$ cat config.mk
export PLATFORM = sky130hd
export DESIGN_NAME = vfd_scan_gen
export DESIGN_NICKNAME = d
export VERILOG_FILES = /design/src/rtl/vfd_scan_pkg.sv /design/src/rtl/vfd_step_timer.sv /design/src/rtl/vfd_seg_latch.sv /design/src/rtl/vfd_out_gate.sv /design/src/rtl/vfd_scan_gen.sv
export SDC_FILE = /design/constraint.sdc
export NUM_CORES = 1
export LEC_CHECK = 0
export BUFFER_PORTS_ARGS = -buffer_cell sky130_fd_sc_hd__buf_2
export CAP_MARGIN = 0
export CORE_MARGIN = 4
export CORE_UTILIZATION = 54
export CTS_CLUSTER_SIZE = 20
export DETAILED_ROUTE_END_ITERATION = 10
export GPL_TIMING_DRIVEN = 0
export PLACE_DENSITY = 0.85
export SYNTH_ARGS = -nofsm -noshare
export SYNTH_HDL_FRONTEND = slang
export SYNTH_SLANG_ARGS = --single-unit
$ cat constraint.sdc
create_clock -name clk -period 4 [get_ports clk]
set_input_delay 0 -clock clk [delete_from_list [all_inputs] [get_ports clk]]
set_output_delay 0 -clock clk [all_outputs]
set_load 0.01 [all_outputs]
$ cat src/rtl/vfd_scan_pkg.sv
package vfd_scan_pkg;

  typedef enum logic [1:0] {
    DUTY_16 = 2'd0,
    DUTY_12 = 2'd1,
    DUTY_8  = 2'd2,
    DUTY_4  = 2'd3
  } duty_e;

  // clocks per step, minus one
  function automatic int unsigned step_last(duty_e d);
    case (d)
      DUTY_16: return 31;
      DUTY_12: return 43;
      DUTY_8:  return 63;
      default: return 127;
    endcase
  endfunction

  // highest digit index of a frame
  function automatic int unsigned digit_last(duty_e d);
    case (d)
      DUTY_16: return 15;
      DUTY_12: return 11;
      DUTY_8:  return 7;
      default: return 3;
    endcase
  endfunction

  // segments used per digit
  function automatic int unsigned seg_count(duty_e d);
    case (d)
      DUTY_16: return 20;
      DUTY_12: return 24;
      default: return 28;
    endcase
  endfunction

  // grid on-time in steps
  function automatic int unsigned win_steps(logic [2:0] code);
    if (code == 3'b111) return 15;
    return 2 * (int'(code) + 1);
  endfunction

endpackage

$ cat src/rtl/vfd_step_timer.sv
module vfd_step_timer #(
  parameter int PRE_W  = 7,
  parameter int STEP_W = 4,
  parameter int DIG_W  = 4
) (
  input  logic              clk,
  input  logic              rst_n,
  input  logic              restart,
  input  logic [PRE_W-1:0]  pre_last,
  input  logic [DIG_W-1:0]  dig_last,
  output logic [STEP_W-1:0] step,
  output logic [DIG_W-1:0]  digit,
  output logic [DIG_W-1:0]  next_digit,
  output logic              slot_end
);
  localparam logic [STEP_W-1:0] STEP_MAX = {STEP_W{1'b1}};

  logic [PRE_W-1:0] pre;
  logic             step_end;

  assign step_end   = (pre == pre_last);
  assign slot_end   = step_end && (step == STEP_MAX);
  assign next_digit = (digit == dig_last) ? '0 : DIG_W'(digit + 1'b1);

  always_ff @(posedge clk) begin
    if (!rst_n || restart) begin
      pre   <= '0;
      step  <= '0;
      digit <= '0;
    end else begin
      pre <= step_end ? '0 : PRE_W'(pre + 1'b1);
      if (step_end) step <= STEP_W'(step + 1'b1);
      if (slot_end) digit <= next_digit;
    end
  end
endmodule

$ cat src/rtl/vfd_seg_latch.sv
module vfd_seg_latch #(
  parameter int SEG_W = 28
) (
  input  logic             clk,
  input  logic             rst_n,
  input  logic             load,
  input  logic [SEG_W-1:0] d,
  output logic [SEG_W-1:0] q
);
  always_ff @(posedge clk) begin
    if (!rst_n)    q <= '0;
    else if (load) q <= d;
  end
endmodule

$ cat src/rtl/vfd_out_gate.sv
module vfd_out_gate #(
  parameter int SEG_W   = 28,
  parameter int MAX_DIG = 16,
  parameter int DIG_W   = 4,
  parameter int STEP_W  = 4,
  parameter int CNT_W   = 5
) (
  input  logic               enable,
  input  logic [STEP_W-1:0]  step,
  input  logic [STEP_W:0]    win,
  input  logic [DIG_W-1:0]   digit,
  input  logic [SEG_W-1:0]   seg_in,
  input  logic [CNT_W-1:0]   seg_cnt,
  output logic [MAX_DIG-1:0] grid,
  output logic [SEG_W-1:0]   seg
);
  logic active;
  assign active = enable && ({1'b0, step} < win);

  for (genvar g = 0; g < MAX_DIG; g++) begin : g_grid
    assign grid[g] = active && (digit == DIG_W'(g));
  end

  for (genvar s = 0; s < SEG_W; s++) begin : g_seg
    assign seg[s] = active && (CNT_W'(s) < seg_cnt) && seg_in[s];
  end
endmodule

$ cat src/rtl/vfd_scan_gen.sv
module vfd_scan_gen
  import vfd_scan_pkg::*;
#(
  parameter int SEG_W   = 28,
  parameter int MAX_DIG = 16
) (
  input  logic                       clk,
  input  logic                       rst_n,
  input  logic [1:0]                 duty_sel,
  input  logic [2:0]                 win_sel,
  input  logic                       disp_on,
  output logic                       ram_rd,
  output logic [$clog2(MAX_DIG)-1:0] ram_addr,
  input  logic [SEG_W-1:0]           ram_data,
  output logic [MAX_DIG-1:0]         grid_o,
  output logic [SEG_W-1:0]           seg_o
);
  localparam int DIG_W  = $clog2(MAX_DIG);
  localparam int STEP_W = 4;
  localparam int PRE_W  = 7;
  localparam int CNT_W  = $clog2(SEG_W + 1);

  duty_e             duty_q;
  logic              fetch_q;
  logic              restart;
  logic [STEP_W-1:0] step;
  logic [DIG_W-1:0]  digit, next_digit;
  logic              slot_end;
  logic [SEG_W-1:0]  held;

  assign restart = (duty_e'(duty_sel) != duty_q);

  always_ff @(posedge clk) begin
    if (!rst_n) begin
      duty_q  <= DUTY_16;
      fetch_q <= 1'b1;
    end else begin
      duty_q  <= duty_e'(duty_sel);
      fetch_q <= restart;
    end
  end

  vfd_step_timer #(.PRE_W(PRE_W), .STEP_W(STEP_W), .DIG_W(DIG_W)) u_timer (
    .clk        (clk),
    .rst_n      (rst_n),
    .restart    (restart),
    .pre_last   (PRE_W'(step_last(duty_q))),
    .dig_last   (DIG_W'(digit_last(duty_q))),
    .step       (step),
    .digit      (digit),
    .next_digit (next_digit),
    .slot_end   (slot_end)
  );

  assign ram_rd   = fetch_q || slot_end;
  assign ram_addr = slot_end ? next_digit : digit;

  vfd_seg_latch #(.SEG_W(SEG_W)) u_latch (
    .clk   (clk),
    .rst_n (rst_n),
    .load  (ram_rd),
    .d     (ram_data),
    .q     (held)
  );

  vfd_out_gate #(
    .SEG_W(SEG_W), .MAX_DIG(MAX_DIG), .DIG_W(DIG_W),
    .STEP_W(STEP_W), .CNT_W(CNT_W)
  ) u_gate (
    .enable  (rst_n && disp_on && !fetch_q),
    .step    (step),
    .win     ((STEP_W+1)'(win_steps(win_sel))),
    .digit   (digit),
    .seg_in  (held),
    .seg_cnt (CNT_W'(seg_count(duty_q))),
    .grid    (grid_o),
    .seg     (seg_o)
  );
endmodule

**Yosys cells after proc, flatten, opt, wreduce, memory -nomap -nowiden**

Cells that the tools add are included.
Widths: inputs -> output; s select.

- $add $sub $neg: 4
- $lt $le $gt $ge: 29
- Equal/unequal tests: 22
- Mux-type cells: 8
- Reduce and logical (&&, ||, !) cells: 83

Operators by type and width:

| operator | number |
|---|---|
| $logic_and 1x1->1 | 76 |
| $lt 5x5->1 const A | 12 |
| $lt 4x5->1 const A | 8 |
| $eq 4x4->1 const B | 9 |
| $pmux 7 s3 | 1 |
| $lt 3x5->1 const A | 4 |
| $eq 4x3->1 const B | 4 |
| $mux 4 | 3 |
| $pmux 4 s3 | 1 |
| $lt 1x5->1 const A | 2 |
| $lt 2x5->1 const A | 2 |
| $add 4x1->4 const B | 2 |
| $eq 4x2->1 const B | 2 |
| $pmux 4 s2 | 1 |
| $add 7x1->7 const B | 1 |
| $eq 7x7->1 | 1 |
| $lt 4x5->1 | 1 |
| $mux 5 | 1 |
| $add 3x1->4 const B | 1 |
| $eq 4x1->1 const B | 1 |
| $eq 4x4->1 | 1 |
| $logic_not 4->1 | 1 |
| $eq 3x3->1 const B | 1 |
| $eq 2x1->1 const B | 1 |
| 7 further kinds | 9 |

- Bits in registers: 46
- Bits of input ports: 36
- Logic and storage cells: 152

**Logic depth before layout (Yosys ltp)**

Gate-level depths: netlist of the first run.

- Depth after elaboration: 7
- Depth in mapped cells: 8
- Depth with buffers taken out: 7

**Cells and area by module**

A second synthesis of the first run with hierarchy kept.

- Cells, all modules: 326
- Area, all modules: 2889.0 um2

By module, submodules not included:

| module | times used | cells an instance | area an instance (um2) | seq. area each (um2) |
|---|---|---|---|---|
| vfd_seg_latch | 1 | 89 | 1074.8 | 560.5 |
| vfd_step_timer | 1 | 98 | 853.3 | 300.3 |
| vfd_out_gate | 1 | 110 | 726.9 | 0.0 |
| vfd_scan_gen | 1 | 29 | 234.0 | 60.1 |

**Worst setup path before layout of the first run**

No wires, ideal clock.

- Path type: register to register
- From: register duty_q[1]
- To: register u_latch.q[10]
- Arrival time: 1.841 ns
- Slack: 2.041 ns
- Stages on the path, launching flop included: 9
- Buffers on the path: 3
- Path through: dfxtp_1 -> buf_6 -> or4_4 -> o22ai_2 -> o211ai_2 -> nor2b_4 -> buf_6 -> buf_8 -> mux2i_1

- Cells in the longest elaborated chain, start to end: 5

Ends and longest elaborated chain:

| item | line | source |
|---|---|---|
| from (decl) | vfd_scan_gen.sv:23 | `duty_e duty_q;` |
| from (signal assigned) | vfd_scan_gen.sv:38 | `duty_q <= duty_e'(duty_sel);` |
| $eq 2x2->1, or another cell as far along | vfd_scan_pkg.sv:12 | `case (d)` |
| $pmux 7 s3 * | vfd_scan_pkg.sv:12 |  |
| $eq 7x7->1 * | vfd_step_timer.sv:21 | `assign step_end = (pre == pre_last);` |
| $logic_and 1x1->1 * | vfd_step_timer.sv:22 | `assign slot_end = step_end && (step == STEP_MAX);` |
| $logic_or 1x1->1 * | vfd_scan_gen.sv:55 | `assign ram_rd = fetch_q \|\| slot_end;` |
| to (signal assigned) | vfd_seg_latch.sv:11 | `if (!rst_n) q <= '0;` |
| to (signal assigned) | vfd_seg_latch.sv:12 | `else if (load) q <= d;` |
| to (decl) | vfd_seg_latch.sv:8 | `output logic [SEG_W-1:0] q` |

Mark *: on every way between the ends. The rest lies on a longest branch, timed or not.
A chain may end at the register's enable or synchronous reset.

**Worst setup path after layout of the first run**

- From: register u_timer.step[1]
- To: output seg_o[5]

- Cells in the longest elaborated chain, start to end: 4

Ends and longest elaborated chain:

| item | line | source |
|---|---|---|
| from (decl) | vfd_step_timer.sv:11 | `output logic [STEP_W-1:0] step,` |
| from (signal assigned) | vfd_step_timer.sv:32 | `if (step_end) step <= STEP_W'(step + 1'b1);` |
| $lt 4x5->1 | vfd_out_gate.sv:18 | `assign active = enable && ({1'b0, step} < win);` |
| $logic_and 1x1->1 | vfd_out_gate.sv:18 |  |
| $logic_and 1x1->1 (2 in series) | vfd_out_gate.sv:25 | `assign seg[s] = active && (CNT_W'(s) < seg_cnt) && seg_in[s];` |
| to (decl) | vfd_scan_gen.sv:16 | `output logic [SEG_W-1:0] seg_o` |

Every way passes these cells.

==> impl_metrics.py, run 1 <==
metrics = {
    "run_status": {
        "status": "finished, final reports clean",
    },
    "power_and_ir_drop": {
        "p_int_mw": 0.819,
        "power_mw": 1.06,
        "power_frac_clock_pct": 39.7,
        "p_leak_nw": 1.79,
        "switching_share_pct": 22.7,
        "switchingPower_mw": 0.240,
        "vdd_drop_max_v": 0.000278,
        "pwr-share-seq_pct": 46.5,
        "pwr-share-comb_pct": 13.8,
        "p_per_area_nw_per_um2": 309,
    },
    "clock_network": {
        "cts_sinks": 46,
        "cts_setup_buffers": 0,
        "cts_buffers": 5,
        "clk_latency_ns": 0.29,
        "cts_buffer_depth": 2,
        "cts_tree": "done",
        "ctsHoldBuffers": 30,
        "cts.clk_slew.worst_paths_ns": 0.08,
        "ctsResizeCount": 0,
        "ctsRootBufferMaster": "clkbuf_8",
        "cts.htree.levels": 2,
    },
    "floorplanning": {
        "fp.dieW_um": 76.1,
        "fp.dieH_um": 76.1,
        "start_util_pct": 56.7,
        "std_cell_rows": 24,
        "num_io_pins": 85,
        "die_area_sq_um": 5780,
        "core-area_sq_um": 4410,
    },
    "hold_path": {
        "hold_start": "rst_n",
        "hold_end": "u_timer.step[2]",
        "holdCritPathClass": "input port to flip-flop",
        "holdPathStages": 4,
    },
    "placed_design": {
        "io_buffers": 83,
        "place_congestion": 0.833,
        "hpwl_mm": 4.56,
    },
    "sta": {
        "rsz0062_at_grt": "no",
        "setup_violations": 0,
        "slew_viol_final": 0,
        "worst_slew_pin_slew_ns": 0.876,
        "setup_tns_ns": 0,
        "slew_headroom_pct": 41.1,
        "holdWs_ns": 0.323,
        "period_needed_ns": 2.63,
        "max_freq_mhz": 381,
        "skew_ns": 0.00871,
        "fin_crit_sh_pct": 65.6,
        "final_hold_viol_count": 0,
    },
    "drt": {
        "post_drt_wl_per_cell_um": 15.0,
        "vias": 2555,
        "drtPass1Iterations": 4,
        "ant_nets": 0,
        "routed_wl_mm": 6.99,
        "routed_via_density": 5.47,
        "drt_iter0_markers": 134,
        "drcViolationCount": 0,
    },
    "synth": {
        "syn_area_sq_um": 2500,
        "ys_warn_count": 0,
        "async_reset_ff_share_pct": 0,
        "yosys.area_share.adder_pct": 5.00,
        "synth.distinct_cells": 40,
        "synth_edf_count": 0,
        "synth.ff_latch_count": 46,
        "synth_top_family_by_area": "simple AND/OR/NAND/NOR gates",
        "synthSimpleGateAreaFrac_pct": 31.8,
        "syn-num-nets": 340,
        "synth_xor_area_share_pct": 3.85,
        "ys_seq_area_share_pct": 36.8,
        "syn_area_per_cell_sq_um": 8.51,
        "synth_cells": 294,
        "synth_ff_type": "dfxtp_1",
        "synth_mux_area_share_pct": 12.5,
        "synth_compound_area_share_pct": 5.00,
    },
    "grt": {
        "antenna_found_initial": 0,
        "grt_remaining_overflow": 0,
        "grt_max_degree": 15,
        "grt.total_usage_pct": 23.8,
        "grt_pass1_vias": 2510,
        "grt_pass1_wl_mm": 11.6,
    },
    "cells_and_area": {
        "final_cell_mix": "85 x buf_2, 65 x nand2_1, 46 x dfxtp_1",
        "mostFrequentLayoutCell": "buf_2",
        "drive_above_1_share_pct": 25.1,
        "antennaDiodeCount": 0,
        "nNetsFinal": 460,
        "syn_to_final_growth_pct": 36.9,
        "final_util_pct": 77.6,
    },
    "worst_setup_path": {
        "r2r.worst_path.cells": 8,
        "cp_max_fo": 10,
        "cp-end-kind": "output port",
        "crit_arrival_ns": 2.63,
        "r2r_end": "u_latch.q[14]",
        "r2r-start": "duty_q[0]",
        "required_ns": 4.00,
        "worstSetupStartpointType": "flip-flop",
        "reg2reg_setup_slack_ns": 1.85,
        "path_class": "flip-flop to output port",
    },
    "flow_run": {
        "cap_violations": 0,
    },
}
==> state kept, by name (all words and copies together) (netlist names) <==
signal         count
u_latch.q         28
u_timer.pre        7
u_timer.digit      4
u_timer.step       4
duty_q             2
fetch_q            1
==> Yosys cell counts, types with 2 or more instances <==
cell type | instances | share of area (%)
and2_1 | 6 | 1.5
nand2_1 | 65 | 9.8
dfxtp_1 | 46 | 37
a21oi_1 | 6 | 1.2
nor2_1 | 12 | 1.8
inv_1 | 5 | 0.75
nand3_1 | 4 | 0.80
xor2_1 | 7 | 2.5
nand2b_1 | 2 | 0.50
nand4_1 | 3 | 0.75
mux2i_1 | 29 | 12
buf_6 | 2 | 0.90
buf_2 | 2 | 0.40
o21ai_0 | 2 | 0.40
nor2b_1 | 2 | 0.50
nor3b_1 | 2 | 0.60
mux2_2 | 2 | 0.90
and4_1 | 4 | 1.4
clkbuf_1 | 16 | 2.4
and3_1 | 45 | 11
ha_1 | 10 | 5.0
xnor2_1 | 4 | 1.4
==> logic make-up after synthesis <==
family | Yosys count
simple gates | 153
flops | 46
mux | 31
buf+inv | 26
compound gates | 17
xor+xnor | 11
fa+ha+maj | 10
==> per-stage QoR <==
stage	instances	cell area [sq um]	worst slack, ns
after global routing	467	3420	1.13
after floorplan	294	2500	2.04
after CTS	467	3420	1.41
after global placement	429	2980	1.59
final	467	3420	1.37
after detailed placement	429	2980	1.55
==> final cells by class <==
type	count	area, sq um
Fill cell	281	990
Sequential cell	46	921
Multi-Input combinational cell	222	1450
Clock buffer	6	82.6
Buffer	21	108
Inverter	5	18.8
Timing Repair Buffer	113	716
Tap cell	52	65.1
Clock inverter	2	60.1
==> how the worst max path moves through the flow <==
| stage | cells after the start | slack, ns | end | from |
|---|---|---|---|---|
| after floorplan | 8 | 2.04 | u_latch.q[10] | duty_q[1] |
| after detailed placement | 10 | 1.55 | seg_o[15] | win_sel[0] |
| final | 7 | 1.37 | seg_o[5] | u_timer.step[1] |
| after global placement | 10 | 1.59 | seg_o[17] | win_sel[0] |
| after global routing | 7 | 1.13 | seg_o[15] | u_timer.step[1] |
| after CTS | 7 | 1.41 | seg_o[15] | u_timer.step[1] |
==> metal layers <==
metal  vias to the layer above  wire length, um  GRT usage (%)
li1                       1245                -              -
met1                      1187             2760           27.6
met2                       107             3590           42.0
met3                        16              490           5.56
met4                         0              153           9.44
met5                         -                0              0
==> power groups by stage <==
stage | Clock, mW | Combinational (mW) | Sequential, mW
after floorplan | 0 | 0.0785 | 0.499
after global placement | 0 | 0.115 | 0.500
after detailed placement | 0 | 0.119 | 0.502
after CTS | 0.423 | 0.142 | 0.491
after global routing | 0.442 | 0.162 | 0.495
final | 0.421 | 0.146 | 0.492
==> worst max-delay path, cell delays in order (launching register included) <==
cell	delay [ns]
dfxtp_1	0.34
ha_1	0.30
a21oi_1	0.13
nor2b_1	0.06
o31ai_1	0.71
clkbuf_1	0.40
and3_1	0.26
buf_2	0.14
Note: power is estimated with default switching activity, not from simulation.
==> run 2: changes to the inputs <==
CORE_UTILIZATION = 45   (was 54)
PLACE_DENSITY = 0.76   (was 0.85)
clock period = 2.26 ns   (was 4 ns; I/O delays follow)
==> impl_metrics.py, run 2 (synthesis gave the netlist of run 1 again) <==
metrics = {
    "power_and_ir_drop": {
        "vdd_drop_max_v": 0.000331,
        "p_per_area_nw_per_um2": 461,
        "p_leak_nw": 1.82,
    },
    "cells_and_area": {
        "largest_reg_flops": 28,
        "mostFrequentLayoutCell": "buf_2",
        "largestRegisters": "u_latch.q: 28 flops, u_timer.pre: 7 flops",
        "top_register": "u_latch.q",
        "drive_above_1_share_pct": 28.3,
        "nNetsFinal": 468,
        "final_area_sq_um": 3520,
        "syn_to_final_growth_pct": 40.8,
        "final_cell_mix": "83 x buf_2, 65 x nand2_1, 45 x and3_1, 45 x dfxtp_1, 30 x dlygate4sd3_1",
        "final_cell_count_no_fill": 491,
        "antennaDiodeCount": 0,
    },
    "worst_setup_path": {
        "cp-end-kind": "output port",
        "crit_arrival_ns": 2.21,
        "worstSetupStartpointType": "flip-flop",
        "cp_max_fo": 10,
        "path_class": "flip-flop to output port",
        "required_ns": 2.26,
    },
    "sta": {
        "worst_slew_pin_slew_ns": 0.460,
        "fin_crit_sh_pct": 97.9,
        "setup_violations": 0,
        "final_hold_viol_count": 0,
        "holdWs_ns": 0.305,
        "setup_tns_ns": 0,
        "slew_headroom_pct": 69.3,
        "period_needed_ns": 2.21,
        "slew_viol_final": 0,
        "max_freq_mhz": 452,
        "skew_ns": 0.00305,
    },
    "clock_network": {
        "cts_tree": "done",
        "cts_buffer_depth": 2,
        "ctsRootBufferMaster": "clkbuf_8",
        "cts_sinks": 46,
        "clk_latency_ns": 0.29,
        "cts.htree.levels": 2,
        "cts_buffers": 5,
        "cts.clk_slew.worst_paths_ns": 0.08,
    },
    "grt": {
        "grt_pass1_vias": 2310,
        "antenna_found_initial": 0,
        "grt_pass1_wl_mm": 10.7,
        "grt_max_degree": 13,
        "grt.total_usage_pct": 19.9,
        "grt_remaining_overflow": 0,
    },
    "placed_design": {
        "place_congestion": 0.829,
        "io_buffers": 83,
        "hpwl_mm": 4.62,
        "placed_area_sq_um": 3000,
        "dp.cells": 447,
    },
    "floorplanning": {
        "std_cell_rows": 26,
        "fp.dieH_um": 82.6,
        "core-area_sq_um": 5240,
        "fp.dieW_um": 82.6,
        "start_util_pct": 47.8,
        "num_io_pins": 85,
        "die_area_sq_um": 6810,
    },
    "drt": {
        "post_drt_wl_per_cell_um": 13.7,
        "ant_nets": 0,
        "vias": 2505,
        "drt_iter0_markers": 143,
        "drcViolationCount": 0,
        "routed_via_density": 5.10,
        "routed_wl_mm": 6.73,
        "drtPass1Iterations": 4,
    },
    "flow_run": {
        "cap_violations": 0,
    },
    "hold_path": {
        "holdCritPathClass": "input port to flip-flop",
    },
    "run_status": {
        "status": "finished, final reports clean",
    },
}
-- run 2: final timing paths --
| path | startpoint | to | slack, ns | cells after the start |
|---|---|---|---|---|
| worst min-delay path | rst_n | u_timer.step[2] | 0.31 | 4 |
| worst max register to register | duty_q[1] | u_timer.step[2] | 0.13 | 8 |
| worst min register to register | u_timer.pre[0] | u_timer.pre[0] | 0.45 | 1 |
| worst max-delay path | duty_q[1] | ram_addr[2] | 0.05 | 7 |
-- run 2: what timing repair did --
action / 4_1_cts / 5_1_grt
hold endpoints to repair: 30 / 0
gates resized for setup: 5 / 21
pin swaps: 3 / 3
hold buffers: 30 / 0
setup endpoints to repair: 45 / 45
setup buffers: 3 / 6
-- run 2: worst max-delay path: stages (launching register included) --
cell       delay (ns)
dfxtp_1          0.31
buf_6            0.13
or4_4            0.54
o22ai_4          0.19
buf_6            0.13
o2111ai_2        0.14
mux2_4           0.35
buf_6            0.12
-- run 2: power breakdown --
group          internal, mW  leakage (nW)  total (mW)  switching (mW)
clock network         0.236        0.0431       0.488           0.252
registers             0.851         0.379       0.869          0.0179
logic                 0.134          1.40       0.267           0.133
total                  1.22          1.82        1.62           0.403
-- run 2: cell type report --
class                   count  area, sq um
flip-flops and latches     46          922
well taps                  70         87.6
repair buffers            122          807
plain buffers              20          104
fillers                   415         1720
clock buffers               6         82.6
multi-input cells         222         1500
inverters                   5         18.8
-- run 2: routing by layer --
layer,part of all wire (%),up-vias,track usage [%],wire length (um)
met4,1.0,0,4.58,70
met3,7.0,8,4.34,469
li1,-,1258,-,-
met2,48,84,32.3,3250
met1,44,1155,26.9,2940
met5,0,-,0,0
-- run 2: through the flow --
step                utilization (%)  power, mW  setup WS [ns]
detailed placement             57.4       1.10         -0.220
global route                   67.2       1.70        -0.0287
finish                         67.2       1.62         0.0477
floorplan                         -       1.02          0.301
global placement               57.4       1.09         -0.213
CTS                            65.7       1.62        0.00685
